[config.mk]
export PLATFORM = sky130hd
export DESIGN_NAME = au_twos_alu
export DESIGN_NICKNAME = d
export VERILOG_FILES = /design/src/rtl/au_pkg.sv /design/src/rtl/au_decode.sv /design/src/rtl/au_operand_cond.sv /design/src/rtl/au_ripple_adder.sv /design/src/rtl/au_flags.sv /design/src/rtl/au_twos_alu.sv
export SDC_FILE = /design/constraint.sdc
export NUM_CORES = 1
export LEC_CHECK = 0
export ABC_AREA = 1
export ABC_CLOCK_PERIOD_IN_PS = 9600
export BUFFER_PORTS_ARGS = -buffer_cell sky130_fd_sc_hd__buf_2
export CORE_UTILIZATION = 40
export DETAILED_ROUTE_END_ITERATION = 6
export PLACE_DENSITY = 0.73
export SLEW_MARGIN = 15
export SYNTH_ARGS = -nofsm -noshare
export SYNTH_HDL_FRONTEND = slang
export SYNTH_SLANG_ARGS = --single-unit
[constraint.sdc]
create_clock -name vclk -period 9.6
set_input_delay 0.96 -clock vclk [all_inputs]
set_output_delay 0.96 -clock vclk [all_outputs]
set_load 0.02 [all_outputs]
[src/rtl/au_pkg.sv]
// Package au_pkg
// Shared function-code constants and the control bundle passed from the
// decoder to the datapath of the arithmetic unit. Assumes a 3-bit code.
package au_pkg;

    localparam logic [2:0] FC_ADD  = 3'b001;
    localparam logic [2:0] FC_SUB  = 3'b011;
    localparam logic [2:0] FC_ADDC = 3'b101;
    localparam logic [2:0] FC_NEG  = 3'b110;
    localparam logic [2:0] FC_INC  = 3'b010;

    typedef struct packed {
        logic inv_x;     // bit-invert the x operand
        logic inv_y;     // bit-invert the y operand
        logic use_y;     // 1: y path feeds adder, 0: zeros feed adder
        logic carry_in;  // adder carry into bit 0
        logic legal;     // code names a defined operation
    } au_ctl_t;

endpackage

[src/rtl/au_decode.sv]
// Module au_decode
// Turns the 3-bit function code into the datapath controls. The inversion,
// select and carry-in equations are shared by all codes; a separate legal
// bit marks the three codes that name no operation. Pure combinational.
module au_decode
    import au_pkg::*;
(
    input  logic [2:0] fcode,
    input  logic       cin,
    output au_ctl_t    ctl
);

    // Derive the adder controls from the code bits.
    always_comb begin
        ctl.inv_x    = fcode[2] & fcode[1];
        ctl.inv_y    = fcode[1];
        ctl.use_y    = fcode[0];
        ctl.carry_in = fcode[1] | (fcode[2] & fcode[0] & cin);
        unique case (fcode)
            FC_ADD, FC_SUB, FC_ADDC, FC_NEG, FC_INC: ctl.legal = 1'b1;
            default:                                 ctl.legal = 1'b0;
        endcase
    end

endmodule

[src/rtl/au_operand_cond.sv]
// Module au_operand_cond
// Conditional bit-inversion of one operand followed by a choice between
// that value and zeros. Used for both adder inputs; the x path ties
// pass high. Assumes WIDTH >= 1.
module au_operand_cond #(
    parameter int WIDTH = 16
) (
    input  logic [WIDTH-1:0] a,
    input  logic             invert,
    input  logic             pass,
    output logic [WIDTH-1:0] q
);

    // Invert on request, then gate to zero when the path is not selected.
    always_comb begin
        q = pass ? (a ^ {WIDTH{invert}}) : '0;
    end

endmodule

[src/rtl/au_ripple_adder.sv]
// Module au_ripple_adder
// WIDTH-bit carry-ripple adder built from per-bit propagate/generate
// cells. Exposes the carry into and out of the top position so that the
// flag logic can derive signed overflow. Assumes WIDTH >= 2.
module au_ripple_adder #(
    parameter int WIDTH = 16
) (
    input  logic [WIDTH-1:0] op_a,
    input  logic [WIDTH-1:0] op_b,
    input  logic             c_in,
    output logic [WIDTH-1:0] sum,
    output logic             c_top_in,
    output logic             c_out
);

    localparam int MSB = WIDTH - 1;

    logic [WIDTH:0] carry;

    assign carry[0] = c_in;

    for (genvar i = 0; i < WIDTH; i++) begin : g_bit
        logic prop;
        logic gen;
        // One full-adder cell: propagate, generate, sum and carry.
        always_comb begin
            prop         = op_a[i] ^ op_b[i];
            gen          = op_a[i] & op_b[i];
            sum[i]       = prop ^ carry[i];
            carry[i + 1] = gen | (prop & carry[i]);
        end
    end

    assign c_top_in = carry[MSB];
    assign c_out    = carry[WIDTH];

endmodule

[src/rtl/au_flags.sv]
// Module au_flags
// Forms the result and the four status flags from the adder outputs.
// When the code is not legal every output is forced to its quiet value
// (result zero, zero flag set). Overflow is taken from the carries into
// and out of the top bit. Assumes WIDTH >= 2.
module au_flags #(
    parameter int WIDTH = 16
) (
    input  logic [WIDTH-1:0] sum,
    input  logic             c_top_in,
    input  logic             c_out,
    input  logic             legal,
    output logic [WIDTH-1:0] z,
    output logic             cout,
    output logic             sgn,
    output logic             zero,
    output logic             ovf
);

    localparam int MSB = WIDTH - 1;

    // Gate the adder result and derive flags from the gated value.
    always_comb begin
        z    = legal ? sum : '0;
        cout = legal & c_out;
        ovf  = legal & (c_out ^ c_top_in);
        sgn  = z[MSB];
        zero = ~|z;
    end

endmodule

[src/rtl/au_twos_alu.sv]
// Module au_twos_alu
// Combinational two's-complement arithmetic unit: add, subtract, add with
// carry, change sign and increment, all on one shared adder. Unused
// function codes return zero with quiet flags. Assumes N >= 2.
module au_twos_alu
    import au_pkg::*;
#(
    parameter int N = 16
) (
    input  logic [N-1:0] x,
    input  logic [N-1:0] y,
    input  logic         cin,
    input  logic [2:0]   fcode,
    output logic [N-1:0] z,
    output logic         cout,
    output logic         sgn,
    output logic         zero,
    output logic         ovf
);

    localparam int MSB = N - 1;

    au_ctl_t      ctl;
    logic [N-1:0] opnd_a;
    logic [N-1:0] opnd_b;
    logic [N-1:0] sum;
    logic         c_top_in;
    logic         c_out;

    au_decode u_decode (
        .fcode (fcode),
        .cin   (cin),
        .ctl   (ctl)
    );

    au_operand_cond #(.WIDTH(N)) u_cond_x (
        .a      (x),
        .invert (ctl.inv_x),
        .pass   (1'b1),
        .q      (opnd_a)
    );

    au_operand_cond #(.WIDTH(N)) u_cond_y (
        .a      (y),
        .invert (ctl.inv_y),
        .pass   (ctl.use_y),
        .q      (opnd_b)
    );

    au_ripple_adder #(.WIDTH(N)) u_adder (
        .op_a     (opnd_a),
        .op_b     (opnd_b),
        .c_in     (ctl.carry_in),
        .sum      (sum),
        .c_top_in (c_top_in),
        .c_out    (c_out)
    );

    au_flags #(.WIDTH(N)) u_flags (
        .sum      (sum),
        .c_top_in (c_top_in),
        .c_out    (c_out),
        .legal    (ctl.legal),
        .z        (z),
        .cout     (cout),
        .sgn      (sgn),
        .zero     (zero),
        .ovf      (ovf)
    );

    // Port-level consistency checks between the code and the outputs.
    always_comb begin
        if (fcode == 3'b000 || fcode == 3'b100 || fcode == 3'b111)
            AST_UNUSED_QUIET: assert (z == '0 && !cout && !ovf && zero && !sgn);
        if (fcode == FC_SUB && x == y)
            AST_SUB_SELF_ZERO: assert (zero && cout && !ovf);
        if (fcode == FC_INC && x == '1)
            AST_INC_WRAP: assert (zero && cout && !ovf);
        if (fcode == FC_NEG && x == '0)
            AST_NEG_OF_ZERO: assert (zero && cout);
        if (fcode == FC_ADD && x[MSB] != y[MSB])
            AST_NO_OVF_MIXED_SIGNS: assert (!ovf);
        if (zero)
            AST_ZERO_NOT_NEG: assert (!sgn);
    end

endmodule

==> metrics.yaml, run 1 <==
worst_slack_ps: 305
ant_nets: 0
status: "finished, final reports clean"
worst_pin_slew_ps: 251
routed_via_density: 4.78
arrival_ps: 8330
hp-class: "primary input to primary output"
yosysWarnings: 0
start_util_pct: 44.1
power_frac_comb_pct: 100.0
dp_hpwl_um: 2160
totalWireLength_um: 2490
ys_top_cells_by_area: "fa_1 (32%), xnor2_1 (18%), nor2_1 (9.6%)"
grt_overflow: 0
area_delta_synth_final_pct: 29.0
cpPeakStageDelay_ps: 480
antenna_found_initial: 0
grt_usage_pct: 19.1
drt_iter0_drc: 31
syn-cell-area_um2: 1010
hold_viol: 0
synth_area_per_cell_um2: 7.40
nFlopsAndLatches: 0
die_x_um: 52.3
grt_max_degree: 19
relSlewSlack_pct: 83.1
yosysMostFrequentCell: "nor2_1"
drv_slew: 0
die-area_um2: 2740
routabilityCongestion: 0.887
fin_nets: 244
seq_area_um2: 0
cp_max_fo: 11
synth_top_area_cell: "fa_1"
drt-pass1-iter-count: 4
p_sw_uw: 84.8
grt_pass1_wl_um: 3990
critical_path_class: "primary input to primary output"
synthDominantCellAreaShare_pct: 31.6
p_sw_share_pct: 59.0
dp_slack_ps: 182
endpoint_kind: "primary output"
p_int_uw: 59.1
syn_nets: 189
clkPwrFrac_pct: 0
synthTopCellsByCount: "nor2_1 (26), inv_1 (23), xnor2_1 (21), fa_1 (16)"
cpMostUsedCell: "fa_1"
p_leak_uw: 0.000702
p_per_area_nw_per_um2: 110
drt-wirelength-per-cell_um: 11.4
first_global_vias: 915
die_y_um: 52.3
fin_crit_sh_pct: 96.8
nClkBuffers: 0
std_cell_rows: 17
rsz0062_at_grt: "no"
pwr-share-seq_pct: 0
design.core.area_um2: 2300
drv_cap: 0
pin_count: 56
setup_viol: 0
drive_gt1_share_pct: 36.3
required_ps: 8640
synthCells: 137
tns_ps: 0
ir_drop_uv: 51.0
yosysUniqueCellTypes: 17
fin_crit_ps: 9290
num_antenna_cells: 0
port_buffers: 56
startpoint_type: "primary input"
cts_setup_buffers: 0
ys_seq_area_share_pct: 0
dr_total_vias: 1042
drc: 0
cpMaxStageDelayCell: "fa_1"
fmax_mhz: 108
## critical path: cells and delay by family
kind	cells	cell delay, ps
AND/OR/NAND/NOR	3	200
adder cells (fa/ha/maj)	16	6200
AO/OA/AOI/OAI	3	370
buffers and inverters	5	600
## power groups by stage
| stage | registers, uW | clock network [uW] | logic (uW) |
|---|---|---|---|
| final | 0 | 0 | 144 |
| after global routing | 0 | 0 | 162 |
| after CTS | 0 | 0 | 144 |
| after detailed placement | 0 | 0 | 144 |
| after global placement | 0 | 0 | 140 |
| after floorplan | 0 | 0 | 104 |
## placed cells by master (no fill, tap or decap), types with 2 or more instances in the layout
cell type and instances:
xnor2_1 21, o21ai_0 9, inv_2 2, fa_2 2, fa_1 14, buf_4 5, nand2_4 2, a21oi_1 9
o211ai_1 8, nand2_1 7, nor2_1 26, inv_1 23, buf_2 56, xor2_1 3
## logic make-up (layout without fill, tap and decap cells)
logic type | after synthesis | after routing | share of synthesized area [%]
adder cells (fa/ha/maj) | 16 | 16 | 31.6
XOR/XNOR | 24 | 24 | 20.7
AO/OA/AOI/OAI | 26 | 26 | 14.8
AND/OR/NAND/NOR | 38 | 38 | 17.3
buffers and inverters | 33 | 86 | 15.6
## through the flow
| step | util [%] | total power [uW] | hold WS, ps | cells | cell area, um2 |
|---|---|---|---|---|---|
| final | 56.9 | 144 | 2570 | 218 | 1310 |
| after detailed placement | 56.7 | 144 | 2580 | 218 | 1300 |
| after floorplan | - | 104 | 2250 | 137 | 1010 |
| after global routing | 56.9 | 162 | 2640 | 218 | 1310 |
| after CTS | 56.7 | 144 | 2580 | 218 | 1300 |
| after global placement | 56.7 | 140 | 2560 | 218 | 1300 |
## timing repair
item | in CTS | in global routing
gates resized for setup | 0 | 2
setup endpoints to repair | 0 | 1
hold buffers | 0 | 0
## final timing paths
check                 startpoint  endpoint  slack (ps)  cells past startpoint
worst max-delay path    fcode[1]      zero         310                     27
worst min-delay path        y[2]      z[2]        2570                      6
## routing by layer
metal / routed length (um) / track usage [%] / part of all wire (%)
met5: 0 / 0 / 0
met3: 112 / 0.290 / 4.5
met4: 21 / 1.75 / 0.84
met1: 1090 / 27.1 / 44
met2: 1270 / 33.5 / 51
## area by class of cell
| type | instances | area (um2) |
|---|---|---|
| inverters | 25 | 93.8 |
| repair buffers | 61 | 318 |
| well taps | 28 | 35.0 |
| fillers | 231 | 990 |
| multi-input cells | 104 | 861 |
(Power assumes the default switching activity.)
==> run 2: changes to the inputs <==
--- a/config.mk
+++ b/config.mk
@@ -8,9 +8,11 @@
 export ABC_AREA = 1
 export ABC_CLOCK_PERIOD_IN_PS = 9600
 export BUFFER_PORTS_ARGS = -buffer_cell sky130_fd_sc_hd__buf_2
-export CORE_UTILIZATION = 40
+export CELL_PAD_IN_SITES_DETAIL_PLACEMENT = 0
+export CELL_PAD_IN_SITES_GLOBAL_PLACEMENT = 1
+export CORE_UTILIZATION = 32
 export DETAILED_ROUTE_END_ITERATION = 6
-export PLACE_DENSITY = 0.73
+export PLACE_DENSITY_LB_ADDON = 0.1
 export SLEW_MARGIN = 15
 export SYNTH_ARGS = -nofsm -noshare
 export SYNTH_HDL_FRONTEND = slang
==> metrics.yaml, run 2 (synthesis results as in run 1) <==
layout_commonest_cell: "buf_2"
rsz0062_at_grt: "no"
totalWireLength_um: 2370
p_per_area_nw_per_um2: 108
routabilityCongestion: 0.847
final_cell_area_um2: 1320
met1_usage_pct: 22.2
port_buffers: 56
startpoint_type: "primary input"
p_sw_share_pct: 58.6
fin_crit_ps: 9230
ant_nets: 0
cts_hold_buf: 0
fin_crit_sh_pct: 96.1
critical_path_class: "primary input to primary output"
seq_area_um2: 0
drv_cap: 0
grt_use_met3_pct: 0.670
first_global_vias: 938
cpPeakStageDelay_ps: 470
status: "finished, final reports clean"
routed_via_density: 4.30
drv_slew: 0
required_ps: 8640
met2_usage_pct: 25.5
fin_nets: 243
start_util_pct: 33.5
setup_viol: 0
cpMaxStageDelayCell: "fa_1"
relSlewSlack_pct: 79.5
tns_ps: 0
power_frac_comb_pct: 100.0
area_delta_synth_final_pct: 30.5
grt_overflow: 0
fmax_mhz: 108
clkPwrFrac_pct: 0
die-area_um2: 3400
nFillCells: 335
dp_hpwl_um: 2150
drive_gt1_share_pct: 36.5
worst_slack_ps: 374
drt_iter0_drc: 35
critPathTopFamily: "adder cells"
pin_count: 56
dr_total_vias: 1002
grt_usage_pct: 14.9
cts.repair.resized: 0
layout.cells.non_filler: 233
busiest_layer: "met2"
grt_pass1_wl_um: 4040
nClkBuffers: 0
dp_slack_ps: 184
die_y_um: 58.3
pwr-share-seq_pct: 0
place_area_um2: 1320
mostFrequentLayoutCells: "buf_2 (56), nor2_1 (26), inv_1 (23)"
placedCellCount: 233
cpMostUsedCell: "fa_1"
whs_ps: 2600
p_leak_uw: 0.000696
hp-class: "primary input to primary output"
endpoint_kind: "primary output"
grt_max_degree: 19
die_x_um: 58.3
p_sw_uw: 83.8
antenna_found_initial: 0
p_int_uw: 59.1
std_cell_rows: 20
nFlopsAndLatches: 0
cts_setup_buffers: 0
num_antenna_cells: 0
path_buf_inv: 7
drt-pass1-iter-count: 4
hold_viol: 0
ir_drop_uv: 29.1
design.core.area_um2: 3030
drc: 0
worst_pin_slew_ps: 304
drt-wirelength-per-cell_um: 10.2
cp_max_fo: 14
arrival_ps: 8270
run 2: power groups by stage:
stage	sequential, uW	clock [uW]	combinational, uW
CTS	0	0	144
floorplan	0	0	104
detailed placement	0	0	144
finish	0	0	143
global route	0	0	162
global placement	0	0	143
run 2: worst paths after layout:
kind                     to  cells after the start  slack, ps  startpoint
worst max-delay path   zero                     28        370    fcode[1]
worst min-delay path  z[11]                      6       2600       x[11]
run 2: layout make-up:
| class | instances | area [um2] | area share, % |
|---|---|---|---|
| Inverter | 25 | 93.8 | 7.10 |
| Multi-Input combinational cell | 104 | 863 | 65.3 |
| Tap cell | 44 | 55.1 | 4.16 |
| Timing Repair Buffer | 60 | 310 | 23.5 |
run 2: metrics by stage:
stage                     util (%)  total power [uW]
after floorplan                  -               104
after global placement        43.4               143
final                         43.7               143
after detailed placement      43.4               144
after global routing          43.7               162
after CTS                     43.4               144
run 2: routing by layer:
metal	vias up	part of all wire, %	wire (um)
met2	34	47	1100
li1	520	-	-
met1	448	49	1150
met4	0	0	0
met3	0	4.9	117
met5	-	0	0
